==> config.mk <==
export PLATFORM = sky130hd
export DESIGN_NAME = ocp_hiccup_ctrl
export DESIGN_NICKNAME = d
export VERILOG_FILES = /design/src/rtl/ocp_pkg.sv /design/src/rtl/ocp_tier_timer.sv /design/src/rtl/ocp_restart_timer.sv /design/src/rtl/ocp_hiccup_ctrl.sv
export SDC_FILE = /design/constraint.sdc
export NUM_CORES = 1
export LEC_CHECK = 0
export ABC_AREA = 1
export ABC_CLOCK_PERIOD_IN_PS = 2600
export BUFFER_PORTS_ARGS = -buffer_cell sky130_fd_sc_hd__buf_2
export CELL_PAD_IN_SITES_DETAIL_PLACEMENT = 1
export CELL_PAD_IN_SITES_GLOBAL_PLACEMENT = 1
export CORE_MARGIN = 2
export CORE_UTILIZATION = 25
export CTS_CLUSTER_SIZE = 24
export DETAILED_ROUTE_END_ITERATION = 8
export GPL_ROUTABILITY_DRIVEN = 1
export PLACE_DENSITY_LB_ADDON = 0.2
export SYNTH_ARGS = -nofsm -noshare
export SYNTH_HDL_FRONTEND = slang
export SYNTH_HIERARCHICAL = 1
export SYNTH_SLANG_ARGS = --single-unit
==> constraint.sdc <==
create_clock -name clk -period 2.6 [get_ports clk]
set_input_delay 0.13 -clock clk [delete_from_list [all_inputs] [get_ports clk]]
set_output_delay 0.13 -clock clk [all_outputs]
set_load 0.05 [all_outputs]
==> src/rtl/ocp_pkg.sv <==
package ocp_pkg;

  typedef enum logic {
    ST_RUN = 1'b0,
    ST_OFF = 1'b1
  } ocp_state_e;

  // A zero-length window behaves as a single tick.
  function automatic logic [31:0] eff_len(input logic [31:0] len);
    return (len == 32'd0) ? 32'd1 : len;
  endfunction

  // Off interval: multiplier (zero read as one) times effective low-tier window.
  function automatic logic [31:0] restart_ticks(input logic [31:0] blank,
                                                input logic [31:0] mult);
    return eff_len(mult) * eff_len(blank);
  endfunction

  // Strictly above the threshold counts as an excess reading.
  function automatic logic exceeds(input logic [31:0] code,
                                   input logic [31:0] thr);
    return code > thr;
  endfunction

endpackage

==> src/rtl/ocp_tier_timer.sv <==
module ocp_tier_timer #(
  parameter int CODE_W = 10,
  parameter int CNT_W  = 16,
  parameter int THR    = 150
) (
  input  logic              clk,
  input  logic              rst_n,
  input  logic              tick,
  input  logic              hold,
  input  logic [CODE_W-1:0] sense_code,
  input  logic [CNT_W-1:0]  len,
  output logic              trip
);
  import ocp_pkg::*;

  logic [CNT_W-1:0] cnt;
  logic [CNT_W-1:0] len_eff;
  logic             over;
  logic             at_end;

  assign over    = exceeds(32'(sense_code), 32'(THR));
  assign len_eff = CNT_W'(eff_len(32'(len)));
  assign at_end  = (cnt >= len_eff - CNT_W'(1));
  assign trip    = tick & over & ~hold & at_end;

  always_ff @(posedge clk or negedge rst_n) begin
    if (!rst_n) begin
      cnt <= '0;
    end else if (hold || !over) begin
      cnt <= '0;
    end else if (tick) begin
      if (at_end) cnt <= '0;
      else        cnt <= cnt + CNT_W'(1);
    end
  end

endmodule

==> src/rtl/ocp_restart_timer.sv <==
module ocp_restart_timer #(
  parameter int CNT_W  = 16,
  parameter int MULT_W = 5
) (
  input  logic              clk,
  input  logic              rst_n,
  input  logic              tick,
  input  logic              active,
  input  logic [CNT_W-1:0]  blank_len,
  input  logic [MULT_W-1:0] mult,
  output logic              done
);
  import ocp_pkg::*;

  localparam int RW = CNT_W + MULT_W;

  logic [RW-1:0] cnt;
  logic [RW-1:0] rlen;
  logic          at_end;

  assign rlen   = RW'(restart_ticks(32'(blank_len), 32'(mult)));
  assign at_end = (cnt >= rlen - RW'(1));
  assign done   = active & tick & at_end;

  always_ff @(posedge clk or negedge rst_n) begin
    if (!rst_n) begin
      cnt <= '0;
    end else if (!active || done) begin
      cnt <= '0;
    end else if (tick) begin
      cnt <= cnt + RW'(1);
    end
  end

endmodule

==> src/rtl/ocp_hiccup_ctrl.sv <==
module ocp_hiccup_ctrl #(
  parameter int CODE_W    = 10,
  parameter int CNT_W     = 16,
  parameter int MULT_W    = 5,
  parameter int LOW_CODE  = 150,
  parameter int HIGH_CODE = 375
) (
  input  logic              clk,
  input  logic              rst_n,
  input  logic              tick,
  input  logic [CODE_W-1:0] sense_code,
  input  logic [CNT_W-1:0]  blank_low,
  input  logic [CNT_W-1:0]  blank_high,
  input  logic [MULT_W-1:0] off_mult,
  output logic              dchg_off,
  output logic              cause_low,
  output logic              cause_high
);
  import ocp_pkg::*;

  localparam int NTIER = 2;

  ocp_state_e       state;
  logic             hold;
  logic [NTIER-1:0] trip_vec;
  logic             trip_low;
  logic             trip_high;
  logic             restart_done;
  logic [CNT_W-1:0] tier_len [NTIER];

  assign tier_len[0] = blank_low;
  assign tier_len[1] = blank_high;
  assign hold        = (state == ST_OFF);

  for (genvar g = 0; g < NTIER; g++) begin : g_tier
    localparam int THR = (g == 0) ? LOW_CODE : HIGH_CODE;
    ocp_tier_timer #(
      .CODE_W(CODE_W),
      .CNT_W (CNT_W),
      .THR   (THR)
    ) u_timer (
      .clk       (clk),
      .rst_n     (rst_n),
      .tick      (tick),
      .hold      (hold),
      .sense_code(sense_code),
      .len       (tier_len[g]),
      .trip      (trip_vec[g])
    );
  end

  assign trip_low  = trip_vec[0];
  assign trip_high = trip_vec[1];

  ocp_restart_timer #(
    .CNT_W (CNT_W),
    .MULT_W(MULT_W)
  ) u_restart (
    .clk      (clk),
    .rst_n    (rst_n),
    .tick     (tick),
    .active   (hold),
    .blank_len(blank_low),
    .mult     (off_mult),
    .done     (restart_done)
  );

  always_ff @(posedge clk or negedge rst_n) begin
    if (!rst_n) begin
      state      <= ST_RUN;
      cause_low  <= 1'b0;
      cause_high <= 1'b0;
    end else begin
      case (state)
        ST_RUN: begin
          if (trip_high) begin
            state      <= ST_OFF;
            cause_high <= 1'b1;
            cause_low  <= 1'b0;
          end else if (trip_low) begin
            state      <= ST_OFF;
            cause_low  <= 1'b1;
            cause_high <= 1'b0;
          end
        end
        ST_OFF: begin
          if (restart_done) state <= ST_RUN;
        end
        default: state <= ST_RUN;
      endcase
    end
  end

  assign dchg_off = (state == ST_OFF);

endmodule

==> metrics <==
outcome=finished with violations; failing checks=hold timing, setup timing; CTS tree=yes; Antenna Cells=0; Buf/Inv on CP=7; largest net degree at the start of global routing=57; top cells by area in the synthesized netlist=dfrtp_1, nand2_1, ha_1, inv_1, fa_1; Antenna Nets Post-Route=0; Die Footprint=around 36000 um2; largest family of logic cells by synthesized area=simple AND/OR/NAND/NOR gates; FMAX=roughly 220 MHz; hold_buf cts=0; YS warnings=6; RePlAce Congestion=about 0.79; critical path depth in cells=32; reg2reg setup slack=~650 ps; Worst-path clk slew=80 ps; Worst Skew=about 15 ps; P&R area growth vs syn=37.2%; Remaining Overflow, GRT=0; async set-reset flop share out of synthesis=1.00; FP Rows=about 70; vias=approximately 8700; area post-placement=around 11000 um2; htree depth=2; layout cells sized above 1=0.296; clk_lat worst skew=between 300 and 400 ps; fin crit share=1.72; DIE WIDTH=190 um; Core Area=34300 um2; LEAKAGE=6.12 nW; Tmin final=approximately 4500 ps; clk sinks=56; Netlist cell types=between 40 and 50; CP Capture Type=register; post-synthesis register bit count=56; Mapped Nets=roughly 1500; CP max FO=8; hpwl dp=~22 mm; Crit path required time=between 2000 and 3000 ps; number of I/O pins=between 50 and 60; crit-path max cell delay=roughly 550 ps; cell accounting for the most synthesized area=dfrtp_1; antenna violations before repair=0; most common cell in the netlist=nand2_1; EDFF count, synth=0; Max-cap violations=0; CP max stage cell=fa_1; RSZ-0062 raised after global routing=true; die height=approximately 190 um; Synth top area share=0.162; Worst EP arrival=4660 ps; Synth Area in Adders=0.248; hold slack final=-29.0 ps; DR pass1 iterations=4; critical path's top delay family=adder cells; reg-to-reg critical path startpoint=g_tier[0].u_timer/cnt[11]$_DFFE_PN0P_; Total Nets Final=about 1700; final wirelength=roughly 27 mm; area occupied by multi-input gates=~7100 um2; CP startpoint=off_mult[4]; Worst R2R Path Depth=9; Num CTS Buffers=5; Initial DRC Count=between 200 and 250; Starting Density=0.252; clock buffer depth=2; count of input and output buffers=52; worst vdd ir=around 0.00031 V; register area share after synthesis=0.162; worst hold path type=in -> async; Post-Synth Simple-Gate Area=0.349; synthesized cell area=8640 um2; r2r endpoint=dchg_off$_DFF_PN0_; final-report max-slew violation count=0; first-pass GRT wire length=about 46 mm; post-synthesis compound-gate area fraction=0.0640; Worst-Margin Slew=between 700 and 800 ps; WS Path Type=in -> reg; # fillers=4316; Final setup viols=40; cell chosen for the clock root=clkbuf_16; Pwr Density=about 600 nW/um2; Synth Flop Type=dfrtp_1; Mean Syn Cell Area=about 6.6 um2; Via density=approximately 4.4; vias in the first global route=9321; Post-Synth XOR/XNOR Area=0.0527; gr usage total=0.157; routed len/inst=13.8 um; Slew HR=0.471; CP Launch Type=input pin; worst path setup slack after routing=-1860 ps; final design utilization=0.345; register area=around 1400 um2; DRC viols=0; Final Instance Area=11800 um2; Commonest cells post-synth=nand2_1, inv_1, nor2_1; pre-CTS WS=-2410 ps; mux cell area share after synthesis=0; Cells after Synth=between 1000 and 1500; Final Hold Viols=8; worst setup path end=u_restart/cnt[6]$_DFFE_PN0P_
[how the worst min path moves through the flow]
stage / end / startpoint / cells after the start / slack [ps]
2_1_floorplan: cause_high$_DFFE_PN0P_ / rst_n / 0 / -170
3_3_place_gp: g_tier[1].u_timer/cnt[1]$_DFFE_PN0P_ / rst_n / 2 / 360
3_5_place_dp: g_tier[1].u_timer/cnt[1]$_DFFE_PN0P_ / rst_n / 2 / 380
4_1_cts: g_tier[1].u_timer/cnt[1]$_DFFE_PN0P_ / rst_n / 2 / 40
5_1_grt: g_tier[1].u_timer/cnt[1]$_DFFE_PN0P_ / rst_n / 2 / 70
6_report: g_tier[1].u_timer/cnt[1]$_DFFE_PN0P_ / rst_n / 2 / -30
[registers in the layout, summed over array words and instances, names as in the netlist]
signal / cells
cause_high: 1
cause_low: 1
dchg_off: 1
g_tier.u_timer/cnt: 32
u_restart/cnt: 21
[where the power goes]
group          internal, W  total [W]  switching [W]
registers         0.000909   0.000983      0.0000738
clock network     0.000358   0.000703       0.000345
logic              0.00244    0.00527        0.00283
[logic make-up after synthesis]
group	Yosys count
AND/OR/NAND/NOR	682
adder cells (fa/ha/maj)	144
XOR/XNOR	52
AO/OA/AOI/OAI	101
buffers and inverters	272
flip-flops	56
[layout by cell type, fill, tap and decap left out, types with 12 or more instances in the layout]
master | netlist | final
fa_1 | 45 | 44
xnor2_1 | 17 | 16
buf_6 | 4 | 21
nand2_1 | 361 | 327
inv_2 | 10 | 17
ha_4 | 0 | 14
buf_2 | 4 | 46
nor2_2 | 14 | 45
nand3_1 | 71 | 62
o21ai_1 | 28 | 24
nand2_2 | 9 | 34
nand4_1 | 31 | 31
o21ai_2 | 2 | 16
xor2_1 | 35 | 34
nor2_4 | 8 | 22
nand2_4 | 3 | 12
inv_1 | 242 | 232
dfrtp_1 | 56 | 56
a21oi_1 | 38 | 23
nor2_1 | 149 | 104
buf_4 | 3 | 150
a21oi_2 | 2 | 12
ha_1 | 99 | 84
[per-stage QoR]
stage,TNS [ps],power (W),cells
after floorplan,-39610,0.00364,1307
after global placement,-62090,0.00534,1946
after detailed placement,-63840,0.00542,1946
after CTS,-40000,0.00689,1966
after global routing,-51920,0.00767,1975
final,-42370,0.00695,1975
[final cells by class]
class                           instances  share of cell area
Timing Repair Buffer                  223               0.146
Multi-Input combinational cell        981               0.595
Tap cell                              455              0.0481
Inverter                              253              0.0809
Clock buffer                            6              0.0109
Sequential cell                        56               0.118
Clock inverter                          1            0.000739
[timing repair]
item | 4_1_cts | 5_1_grt
setup endpoints to repair | 40 | 56
gates cloned | 4 | 1
endpoints found under the hold margin | 0 | 0
resized for setup | 117 | 84
buffers inserted | 10 | 14
pin swaps | 52 | 78
[per-layer routing]
layer	global-route usage	vias up	part of all wire
li1	-	4495	-
met1	0.210	4153	0.49
met2	0.283	62	0.49
met3	0.0127	13	0.016
met4	0.0221	0	0.0085
met5	0	-	0
(Power assumes the default switching activity.)
